File: src/rtl/lim_thresh_pkg.sv
package lim_thresh_pkg;

  // which source the next threshold is taken from
  typedef enum logic [1:0] {
    SEL_CEIL  = 2'd0,
    SEL_TRACK = 2'd1,
    SEL_FLOOR = 2'd2
  } thrSel_e;

  // comparison results reported by the datapath
  typedef struct packed {
    logic belowKnee;
    logic floorHit;
    logic floorOverCeil;
  } dpFlags_t;

  // strobes from control into the datapath
  typedef struct packed {
    logic    capture;
    thrSel_e sel;
  } ctrlStb_t;

endpackage

File: src/rtl/lim_thresh_ctrl.sv
module lim_thresh_ctrl
  import lim_thresh_pkg::*;
(
  input  logic     clk,
  input  logic     rstN,
  input  logic     sampleValid,
  input  dpFlags_t flags,
  output ctrlStb_t stb
);

  always_comb begin
    stb.capture = sampleValid;
    if (flags.floorOverCeil || !flags.belowKnee) begin
      stb.sel = SEL_CEIL;
    end else if (flags.floorHit) begin
      stb.sel = SEL_FLOOR;
    end else begin
      stb.sel = SEL_TRACK;
    end
  end

  // the select encoding must stay within its three legal values
  assert_sel_legal_R3: assert property (@(posedge clk) disable iff (!rstN)
    stb.capture |-> (stb.sel != 2'd3));

endmodule

File: src/rtl/lim_thresh_dp.sv
module lim_thresh_dp
  import lim_thresh_pkg::*;
#(
  parameter int MV_W        = 16,
  parameter int THR_CODE_W  = 7,
  parameter int BRN_CODE_W  = 8,
  parameter int THR_BASE_MV = 2000,
  parameter int THR_STEP_MV = 100,
  parameter int BRN_BASE_MV = 4500,
  parameter int BRN_STEP_MV = 25
) (
  input  logic                  clk,
  input  logic                  rstN,
  input  logic                  sampleValid,
  input  logic [MV_W-1:0]       batMv,
  input  logic [MV_W-1:0]       peakMv,
  input  logic [THR_CODE_W-1:0] ceilCode,
  input  logic [THR_CODE_W-1:0] floorCode,
  input  logic [THR_CODE_W-1:0] kneeCode,
  input  logic [1:0]            slopeSel,
  input  logic [BRN_CODE_W-1:0] brownCode,
  input  ctrlStb_t              stb,
  output dpFlags_t              flags,
  output logic [MV_W-1:0]       threshMv,
  output logic                  limitReq,
  output logic                  brownReq
);

  // two extra bits cover the 4x slope applied to a full-range drop
  localparam int SC_W = MV_W + 2;

  logic [MV_W-1:0] ceilMv, floorMv, kneeMv, brownMv;
  logic [MV_W-1:0] dropMv, spanMv, trackMv, nextThr;
  logic [SC_W-1:0] dropExt, scaledDrop;

  // code-to-millivolt decoding
  assign ceilMv  = MV_W'(THR_BASE_MV) + MV_W'(THR_STEP_MV) * MV_W'(ceilCode);
  assign floorMv = MV_W'(THR_BASE_MV) + MV_W'(THR_STEP_MV) * MV_W'(floorCode);
  assign kneeMv  = MV_W'(THR_BASE_MV) + MV_W'(THR_STEP_MV) * MV_W'(kneeCode);
  assign brownMv = MV_W'(BRN_BASE_MV) + MV_W'(BRN_STEP_MV) * MV_W'(brownCode);

  assign dropMv  = kneeMv - batMv;
  assign dropExt = SC_W'(dropMv);
  assign spanMv  = ceilMv - floorMv;

  // slope scaling using shifts only
  always_comb begin
    unique case (slopeSel)
      2'd0:    scaledDrop = dropExt;
      2'd1:    scaledDrop = dropExt + (dropExt >> 1);
      2'd2:    scaledDrop = dropExt << 1;
      default: scaledDrop = dropExt << 2;
    endcase
  end

  assign flags.belowKnee     = batMv < kneeMv;
  assign flags.floorOverCeil = floorMv > ceilMv;
  assign flags.floorHit      = scaledDrop >= SC_W'(spanMv);

  assign trackMv = ceilMv - scaledDrop[MV_W-1:0];

  always_comb begin
    unique case (stb.sel)
      SEL_TRACK: nextThr = trackMv;
      SEL_FLOOR: nextThr = floorMv;
      default:   nextThr = ceilMv;
    endcase
  end

  always_ff @(posedge clk or negedge rstN) begin
    if (!rstN) begin
      threshMv <= '0;
      limitReq <= 1'b0;
      brownReq <= 1'b0;
    end else if (stb.capture) begin
      threshMv <= nextThr;
      limitReq <= peakMv > nextThr;
      brownReq <= batMv < brownMv;
    end
  end

  assert_thr_le_ceil_R5: assert property (@(posedge clk) disable iff (!rstN)
    $past(sampleValid) |-> (threshMv <= $past(ceilMv)));

  assert_thr_ge_floor_R4: assert property (@(posedge clk) disable iff (!rstN)
    ($past(sampleValid) && !$past(flags.floorOverCeil)) |-> (threshMv >= $past(floorMv)));

  assert_flat_above_knee_R2: assert property (@(posedge clk) disable iff (!rstN)
    ($past(sampleValid) && ($past(batMv) >= $past(kneeMv))) |-> (threshMv == $past(ceilMv)));

  assert_hold_no_strobe_R8: assert property (@(posedge clk) disable iff (!rstN)
    !$past(sampleValid) |-> ($stable(threshMv) && $stable(limitReq) && $stable(brownReq)));

  assert_brown_cmp_R6: assert property (@(posedge clk) disable iff (!rstN)
    $past(sampleValid) |-> (brownReq == ($past(batMv) < $past(brownMv))));

endmodule

File: src/rtl/lim_thresh_gen.sv
module lim_thresh_gen
  import lim_thresh_pkg::*;
#(
  parameter int MV_W       = 16,
  parameter int THR_CODE_W = 7,
  parameter int BRN_CODE_W = 8
) (
  input  logic                  clk,
  input  logic                  rstN,
  input  logic                  sampleValid,
  input  logic [MV_W-1:0]       batMv,
  input  logic [MV_W-1:0]       peakMv,
  input  logic [THR_CODE_W-1:0] ceilCode,
  input  logic [THR_CODE_W-1:0] floorCode,
  input  logic [THR_CODE_W-1:0] kneeCode,
  input  logic [1:0]            slopeSel,
  input  logic [BRN_CODE_W-1:0] brownCode,
  output logic [MV_W-1:0]       threshMv,
  output logic                  limitReq,
  output logic                  brownReq
);

  dpFlags_t flags;
  ctrlStb_t stb;

  lim_thresh_ctrl uCtrl (
    .clk        (clk),
    .rstN       (rstN),
    .sampleValid(sampleValid),
    .flags      (flags),
    .stb        (stb)
  );

  lim_thresh_dp #(
    .MV_W      (MV_W),
    .THR_CODE_W(THR_CODE_W),
    .BRN_CODE_W(BRN_CODE_W)
  ) uDp (
    .clk        (clk),
    .rstN       (rstN),
    .sampleValid(sampleValid),
    .batMv      (batMv),
    .peakMv     (peakMv),
    .ceilCode   (ceilCode),
    .floorCode  (floorCode),
    .kneeCode   (kneeCode),
    .slopeSel   (slopeSel),
    .brownCode  (brownCode),
    .stb        (stb),
    .flags      (flags),
    .threshMv   (threshMv),
    .limitReq   (limitReq),
    .brownReq   (brownReq)
  );

endmodule

File: config.mk
export PLATFORM = sky130hd
export DESIGN_NAME = lim_thresh_gen
export DESIGN_NICKNAME = d
export VERILOG_FILES = /design/src/rtl/lim_thresh_pkg.sv /design/src/rtl/lim_thresh_ctrl.sv /design/src/rtl/lim_thresh_dp.sv /design/src/rtl/lim_thresh_gen.sv
export SDC_FILE = /design/constraint.sdc
export NUM_CORES = 1
export LEC_CHECK = 0
export ABC_AREA = 1
export BUFFER_PORTS_ARGS = -buffer_cell sky130_fd_sc_hd__buf_4
export CAP_MARGIN = 20
export CORE_ASPECT_RATIO = 1.1
export CORE_MARGIN = 5
export CORE_UTILIZATION = 40
export DETAILED_ROUTE_END_ITERATION = 7
export GPL_TIMING_DRIVEN = 0
export PLACE_DENSITY_LB_ADDON = 0.15
export SETUP_SLACK_MARGIN = 0.4
export SYNTH_ARGS = -nofsm -noshare
export SYNTH_HDL_FRONTEND = slang
export SYNTH_HIERARCHICAL = 1
export SYNTH_SLANG_ARGS = --single-unit
File: constraint.sdc
create_clock -name clk -period 0.8 [get_ports clk]
set_input_delay 0.16 -clock clk [delete_from_list [all_inputs] [get_ports clk]]
set_output_delay 0.16 -clock clk [all_outputs]
set_load 0.01 [all_outputs]
Yosys cells after proc, flatten, opt, wreduce, memory -nomap -nowiden
Cells that the tools add are included.

Add/sub/neg operators: 8. Multipliers: 4. $lt $le $gt $ge: 5. Equal/unequal tests: 4. Multiplexer cells: 4. Reduce and logical (&&, ||, !) cells: 3.

Operators by type and width (count): $pmux 18 s3 (1); $sub 16x16->16 (3); $add 11x14->15 const A (3); $mul 5x7->12 const A (3); $gt 16x16->1 (2); $lt 16x16->1 (2); $pmux 16 s2 (1); $ge 18x16->1 (1); $add 16x15->17 (1); $add 13x13->14 const A (1); $mul 5x8->13 const A (1); $eq 2x1->1 const B (2); $eq 2x2->1 const B (2); $mux 2 (2); $logic_not 2->1 (1); $logic_not 1->1 (1); $logic_or 1x1->1 (1).

Register bits: 18.

Longest topological paths before layout
Gate-level depths: netlist (run 1).

Word-level depth: 11. Depth in mapped cells: 61. Depth with buffers taken out: 61.

Cells and area by module
Netlist (run 1), hierarchy kept.

By module, submodules not included: lim_thresh_dp (instances 1, cells an instance 1244, area each 8284.2 um^2, sequential area each 450.4 um^2); lim_thresh_ctrl (instances 1, cells an instance 6, area each 26.3 um^2, sequential area each 0.0 um^2).

Worst setup path before layout (run 1)
No wires, ideal clock.

Path kind: input port to flip-flop. Start: input kneeCode[2]. End: register uDp.limitReq. Setup time: 0.118 ns. Arrival time: 7.494 ns. Path slack: -6.811 ns. Stages on the path: 57. Buffers on the path: 2. Path through: ha_1 ha_1 fa_1 ha_1 a21oi_1 nand2_1 a21oi_1 o21bai_1 nand2_1 nand2_1 a21oi_1 xor2_1 xnor2_1 ha_1 nand2_1 inv_1 nand2_1 nand2_1 (+21 left out) o211ai_1 nor2_1 inv_1 ha_1 buf_2 nor2_1 buf_2 nand3_1 nand3_2 inv_2 ha_1 nand2_1 inv_1 nand3_1 nor3_1 nand4_1 nand3_1 nand2_1.

RTL lines: start: declaration (line lim_thresh_gen.sv:15) `input logic [THR_CODE_W-1:0] kneeCode,`; end signal: assignment (line lim_thresh_dp.sv:77) `limitReq <= peakMv > nextThr;`; end: declaration (line lim_thresh_dp.sv:25) `output logic limitReq,`.

==> metrics.md, run 1 <==
| Metric | Value |
|---|---|
| Status | `finished, violations left` |
| Violated checks | `negative hold slack, negative setup slack` |
| Worst Skew | `0 ns` |
| Initial antenna violation count | `0` |
| PwrDens | `4271 nW/µm²` |
| Register area share after synthesis | `5.420%` |
| Hold WC Path Type | `primary input to asynchronous set/reset pin` |
| Layout Nets | `1690` |
| Slowest cell on the critical path | `fa_1` |
| CP max FO | `5` |
| Final hold vios | `18` |
| Post-DP HPWL | `20.54 mm` |
| Synth Net Count | `1539` |
| CTS buffer count | `3` |
| Synth Area in Compound Gates | `15.31%` |
| Post-synthesis xor/xnor area fraction | `7.919%` |
| Cell area after synthesis | `8310 µm²` |
| GRT Total Usage | `19.71%` |
| Simple-gate portion of the synthesized area | `25.62%` |
| Via density | `5.121` |
| Synth cell types | `50` |
| Htree depth | `1` |
| Clock Root Buffer | `clkbuf_16` |
| WHS | `-0.2262 ns` |
| Reg2reg start | `uDp/threshMv[12]` |
| CP required | `0.93 ns` |
| Detail Route Antenna Nets | `0` |
| Starting DRC count in detailed routing | `319` |
| Die Area | `23760 µm²` |
| Total grt overflow | `0` |
| Final worst-path cycle share | `974.9%` |
| Final setup vio count | `36` |
| Largest family of logic cells by synthesized area | `adder cells` |
| Flops & latches, synth | `18` |
| Core ar. | `20510 µm²` |
| Share of post-route cells with drive strength above 1 | `27.45%` |
| Largest cells by area after synthesis | `ha_1 (32%), nand2_1 (13%), inv_1 (9.8%)` |
| MaxCap Viol Count | `0` |
| Number of global-route vias before repair | `8359` |
| Wire per inst | `14.50 µm` |
| Initial Util | `40.52%` |
| Final wirelength | `24.00 mm` |
| Std cell rows | `55` |
| # diodes | `0` |
| Synth-to-Final Area Change | `32.16%` |
| CTS max path bufs | `2` |
| Synth warn | `6` |
| Crit start category | `primary input` |
| CTS Sinks | `18` |
| Post-Synthesis Cells | `1250` |
| Peak supply drop | `1.898 mV` |
| Synth top area share | `31.77%` |
| Final WS setup | `-6.999 ns` |
| CP most frequent cell | `nand2_1` |
| Worst slew margin | `57.04%` |
| First-pass GRT wire length | `39.33 mm` |
| PortBufs | `81` |
| Fmax | `128.2 MHz` |
| Die Span X | `147.4 µm` |
| DR pass1 iterations | `6` |
| Post-synthesis mux area share | `0%` |
| CTS tree | `yes` |
| Worst Max-Slew Pin Slew | `0.6444 ns` |
| Max incr delay on CP | `0.53 ns` |
| Slew Limit Fails | `0` |
| Unrepaired setup endpoints after global routing | `yes` |
| Top cell type by total area after synthesis | `ha_1` |
| Vias | `8476` |
| Post-Place Setup Slack | `-7.985 ns` |
| Data arrival, critical path | `7.93 ns` |
| Adder-cell area share of the yosys netlist | `34.66%` |
| Clock transition at path regs | `0.05 ns` |
| I/O Pins | `84` |
| Crit Path Class | `primary input to register` |
| Tmin final | `7.799 ns` |
| Post-route DRC | `0` |
| Die height | `161.2 µm` |
| Avg Cell Area, Syn | `6.648 µm²` |
| P_leak | `5.804 nW` |
| Finished Layout Cells | `1655` |
| Dpl cells | `1587` |
| CP Launch Point | `kneeCode[2]` |
| Worst skew pair latency | `0.24 ns` |
| CP endpoint kind | `register` |
| Routability cong. | `0.9239` |
| Largest net degree at the start of global routing | `19` |
## cell usage in the layout, fill, tap and decap left out, types with 5 or more instances in the layout
| master | instances |
|---|---|
| or2_2 | 5 |
| o21bai_1 | 10 |
| a21o_1 | 8 |
| xnor2_2 | 6 |
| dfrtp_1 | 18 |
| ha_1 | 180 |
| nand2_1 | 249 |
| xor2_1 | 36 |
| o21ai_1 | 7 |
| nor2_2 | 7 |
| nor2_1 | 52 |
| o21ai_2 | 17 |
| fa_1 | 10 |
| clkbuf_1 | 6 |
| buf_6 | 38 |
| inv_2 | 29 |
| nand3_1 | 62 |
| nor3_1 | 8 |
| a21oi_1 | 74 |
| buf_4 | 107 |
| a21oi_2 | 27 |
| xor2_2 | 9 |
| inv_1 | 193 |
| nand2_2 | 39 |
| o211ai_1 | 8 |
| ha_4 | 31 |
| nand4_1 | 18 |
| nand3_2 | 18 |
| xnor2_1 | 19 |
| o21ai_0 | 33 |
## flip-flops by register name (all words and copies together) (netlist names)
name / flops
uDp/threshMv: 16
uDp/limitReq: 1
uDp/brownReq: 1
## critical path, delay by kind of cell
kind | cells | cell delay [ns]
AOI/OAI and AO/OA | 11 | 1.62
and+or+nand+nor | 26 | 2.34
adders and majority gates | 9 | 2.57
buffers and inverters | 10 | 0.87
xor gates and xnor gates | 2 | 0.38
## through the flow
| step | cell area [µm²] | util, % | total power (W) | setup TNS, ns |
|---|---|---|---|---|
| 5_1_grt | 10980 | 53.56 | 0.05208 | -115.79 |
| 3_5_place_dp | 9625 | 46.94 | 0.03866 | -118.96 |
| 3_3_place_gp | 9625 | 46.94 | 0.03828 | -118.04 |
| 6_report | 10980 | 53.56 | 0.04691 | -108.81 |
| 4_1_cts | 10440 | 50.93 | 0.04313 | -111.02 |
| 2_1_floorplan | 8697 | - | 0.03084 | -94.56 |
## logic make-up after synthesis
kind of cell / count (synthesis)
adders and majority gates: 223
AOI/OAI and AO/OA: 217
xor gates and xnor gates: 70
and+or+nand+nor: 481
DFF: 18
buffers and inverters: 241
## report_power, final
group	switching, W	leakage (nW)	internal, W
Sequential	0.000203	0.228	0.00119
Clock	0.000297	0.0370	0.000655
Combinational	0.0261	5.54	0.0185
Total	0.0266	5.80	0.0203
## worst paths after layout
check,depth (start not counted),slack (ns),endpoint
min in group clk,4,0.28,uDp/brownReq
max,58,-7.00,uDp/limitReq
min,1,-0.23,uDp/threshMv[4]
max reg2reg,3,0.02,uDp/threshMv[12]
min reg2reg,2,0.50,uDp/threshMv[2]
max in group asynchronous,1,0.84,uDp/threshMv[0]
## Yosys cell counts, drive strengths merged
library cell / n
or2: 8
nand4: 19
o2111ai: 3
o211ai: 9
a31o: 1
o41ai: 1
nor2: 63
and2: 1
o22ai: 2
o31ai: 2
inv: 227
a31oi: 6
clkinv: 3
fa: 12
a211oi: 2
nand2: 293
a21oi: 102
nand3b: 2
ha: 211
nor3b: 1
nand3: 83
xnor2: 25
a21o: 8
buf: 5
o21a: 4
a221oi: 2
dfrtp: 18
o221ai: 3
o21ai: 60
nor3: 11
xor2: 45
clkbuf: 6
o21bai: 12
## area by class of cell
class | instances | area, µm²
Sequential cell | 18 | 450.4
Clock buffer | 3 | 75.07
Inverter | 230 | 893.4
Fill cell | 2054 | 9524
Tap cell | 256 | 320.3
Multi-Input combinational cell | 991 | 7900
Buffer | 11 | 72.57
Timing Repair Buffer | 146 | 1271
## routing by layer
layer | up-vias | share of wire, % | global-route usage [%]
li1 | 4432 | - | -
met4 | 0 | 2.7 | 5.127
met2 | 147 | 51 | 37.03
met3 | 36 | 3.2 | 1.599
met1 | 3861 | 43 | 24.10
met5 | - | 0 | 0
## timing repair
item | 4_1_cts | 5_1_grt
endpoints found under the setup margin | 36 | 36
gates cloned | 1 | 0
endpoints found under the hold margin | 18 | 18
setup buffers | 39 | 25
resized for setup | 103 | 79
pin swaps | 69 | 67
No activity file was read; power rests on OpenSTA's default activity.
==> inputs of run 2 (changes only) <==
--- a/config.mk
+++ b/config.mk
@@ -14,7 +14,6 @@
 export DETAILED_ROUTE_END_ITERATION = 7
 export GPL_TIMING_DRIVEN = 0
 export PLACE_DENSITY_LB_ADDON = 0.15
-export SETUP_SLACK_MARGIN = 0.4
 export SYNTH_ARGS = -nofsm -noshare
 export SYNTH_HDL_FRONTEND = slang
 export SYNTH_HIERARCHICAL = 1
==> metrics.md, run 2 (synthesis gave the netlist of run 1 again) <==
| Metric | Value |
|---|---|
| PortBufs | `81 (unchanged)` |
| Reg2reg start | `uDp/threshMv[12] (unchanged)` |
| CP Depth | `58 (unchanged)` |
| Crit start category | `primary input (unchanged)` |
| Wire per inst | `14.60 µm (was 14.50 µm)` |
| Dpl cells | `1587 (unchanged)` |
| Via density | `5.126 (was 5.121)` |
| # diodes | `0 (unchanged)` |
| Tmin final | `7.808 ns (was 7.799 ns)` |
| Initial Util | `40.52% (unchanged)` |
| Worst skew pair latency | `0.24 ns (about the same)` |
| CP Launch Point | `kneeCode[2] (unchanged)` |
| Final worst-path cycle share | `976.0% (was 974.9%)` |
| Data arrival, critical path | `7.94 ns (was 7.93 ns)` |
| Commonest non-fill, non-tap cells in the layout | `nand2_1 (249), inv_1 (193), ha_1 (180) (unchanged)` |
| I/O Pins | `84 (unchanged)` |
| Final WS setup | `-7.008 ns (was -6.999 ns)` |
| Vias | `8447 (was 8476)` |
| Starting DRC count in detailed routing | `367 (was 319)` |
| CTS tree | `yes (unchanged)` |
| First-pass GRT wire length | `39.43 mm (was 39.33 mm)` |
| CP most frequent cell | `nand2_1 (unchanged)` |
| Number of global-route vias before repair | `8378 (was 8359)` |
| Reg with most FFs | `uDp/threshMv (unchanged)` |
| PwrDens | `4297 nW/µm² (was 4271 nW/µm²)` |
| P_leak | `5.759 nW (was 5.804 nW)` |
| Die Area | `23760 µm² (unchanged)` |
| Fmax | `128.1 MHz (was 128.2 MHz)` |
| Post-DP HPWL | `20.54 mm (unchanged)` |
| CP endpoint kind | `register (unchanged)` |
| Max incr delay on CP | `0.53 ns (about the same)` |
| Std cell rows | `55 (unchanged)` |
| Largest register FFs | `16 (unchanged)` |
| Routability cong. | `0.9239 (unchanged)` |
| CTS max path bufs | `2 (unchanged)` |
| Finished Layout Cells | `1648 (was 1655)` |
| FILL cells | `2066 (was 2054)` |
| Htree depth | `1 (unchanged)` |
| Largest net degree at the start of global routing | `19 (unchanged)` |
| Flop2flop setup slack | `0.02 ns (about the same)` |
| Buf/Inv on CP | `10 (unchanged)` |
| CP top delay family | `adder cells (unchanged)` |
| Commonest non-fill, non-tap cell in the layout | `nand2_1 (unchanged)` |
| Die Span X | `147.4 µm (unchanged)` |
| Worst Max-Slew Pin Slew | `0.6717 ns (was 0.6444 ns)` |
| Worst slew margin | `54.75% (was 57.04%)` |
| MaxCap Viol Count | `0 (unchanged)` |
| CP max FO | `5 (unchanged)` |
| CTS buffer count | `3 (unchanged)` |
| Synth-to-Final Area Change | `31.21% (was 32.16%)` |
| CP required | `0.93 ns (about the same)` |
| Violated checks | `negative setup slack (was negative hold slack, negative setup slack)` |
| Final setup vio count | `36 (unchanged)` |
| Slew Limit Fails | `0 (unchanged)` |
| Detail Route Antenna Nets | `0 (unchanged)` |
| Core ar. | `20510 µm² (unchanged)` |
| DR pass1 iterations | `5 (was 6)` |
| Share of post-route cells with drive strength above 1 | `27.01% (was 27.45%)` |
| Worst Skew | `0 ns (unchanged)` |
| Worst Setup EP | `uDp/limitReq (unchanged)` |
| CTS Sinks | `18 (unchanged)` |
| GRT Total Usage | `19.75% (was 19.71%)` |
| Final hold vios | `0 (was 18)` |
| Layout Nets | `1683 (was 1690)` |
| Reg2Reg Depth | `3 (unchanged)` |
| Worst flop-to-flop path endpoint | `uDp/threshMv[12] (unchanged)` |
| Final wirelength | `24.06 mm (was 24.00 mm)` |
| Peak supply drop | `1.899 mV (was 1.898 mV)` |
| Die height | `161.2 µm (unchanged)` |
| Clock Root Buffer | `clkbuf_16 (unchanged)` |
| Clock transition at path regs | `0.05 ns (about the same)` |
| Crit Path Class | `primary input to register (unchanged)` |
| Total grt overflow | `0 (unchanged)` |
| Post-route DRC | `0 (unchanged)` |
| Hold WC Path Type | `primary input to register (was primary input to asynchronous set/reset pin)` |
| Finished Core Util | `53.17% (was 53.56%)` |
| Status | `finished, violations left (unchanged)` |
| Unrepaired setup endpoints after global routing | `yes (unchanged)` |
| Top flop regs | `uDp/threshMv x16, uDp/brownReq x1, uDp/limitReq x1 (unchanged)` |
| Initial antenna violation count | `0 (unchanged)` |
| Slowest cell on the critical path | `fa_1 (unchanged)` |
run 2: changes by cell type in the layout (fill, tap and decap cells not counted):
| cell | previous run | this run |
|---|---|---|
| dlygate4sd3_1 | 0 | 1 |
| inv_8 | 1 | 0 |
| buf_6 | 38 | 31 |
| inv_6 | 0 | 1 |
| buf_4 | 107 | 106 |
run 2: where the power goes:
part / switching, W / internal (W) / total [W]
logic: 0.0262 / 0.0183 / 0.0445
clock network: 0.000296 / 0.000655 / 0.000951
registers: 0.000206 / 0.00119 / 0.00140
run 2: metal layers:
metal	wire length, µm	global-route usage [%]
met1	10410	24.14
met2	12150	37.20
met3	890	1.599
met4	606	5.042
met5	0	0
run 2: layout make-up:
type,count,area (µm²),area share [%]
plain buffers,11,72.57,0.6655
flip-flops and latches,18,450.4,4.131
multi-input cells,991,7900,72.45
repair buffers,139,1195,10.96
inverters,230,890.9,8.170
clock buffers,3,75.07,0.6885
well taps,256,320.3,2.937
run 2: metrics by stage:
stage | worst slack, ns | setup TNS, ns | hold WS, ns | area [µm²] | total power (W)
2_1_floorplan | -6.246 | -94.56 | -0.1356 | 8697 | 0.03084
3_3_place_gp | -7.937 | -118.04 | 0.04143 | 9625 | 0.03828
3_5_place_dp | -7.985 | -118.96 | 0.04014 | 9625 | 0.03866
4_1_cts | -7.047 | -111.02 | 0.2745 | 10450 | 0.04313
5_1_grt | -7.373 | -115.00 | 0.3167 | 10900 | 0.05192
6_report | -7.008 | -108.48 | 0.2799 | 10900 | 0.04686
run 2: worst min path at each step:
stage                         start              end  slack, ns  cells after the start
after floorplan                rstN     uDp/brownReq      -0.14                      0
after global placement         rstN  uDp/threshMv[4]       0.04                      1
after detailed placement       rstN  uDp/threshMv[4]       0.04                      1
after CTS                 batMv[14]     uDp/brownReq       0.27                      4
after global routing      batMv[14]     uDp/brownReq       0.32                      4
final                     batMv[14]     uDp/brownReq       0.28                      4
run 2: repair_timing:
action                     4_1_cts  5_1_grt
hold buffers                     1        0
buffers inserted                39       26
hold endpoints to repair        18        0
cloned                           1        0
pin swaps                       69       68
setup endpoints to repair       36       36
gates resized for setup        103       77
run 2: worst reg2reg max path: stages, from the launching register on:
cell and delay [ns]:
dfrtp_1 0.39, buf_4 0.14, nand2_1 0.07, o21ai_2 0.05
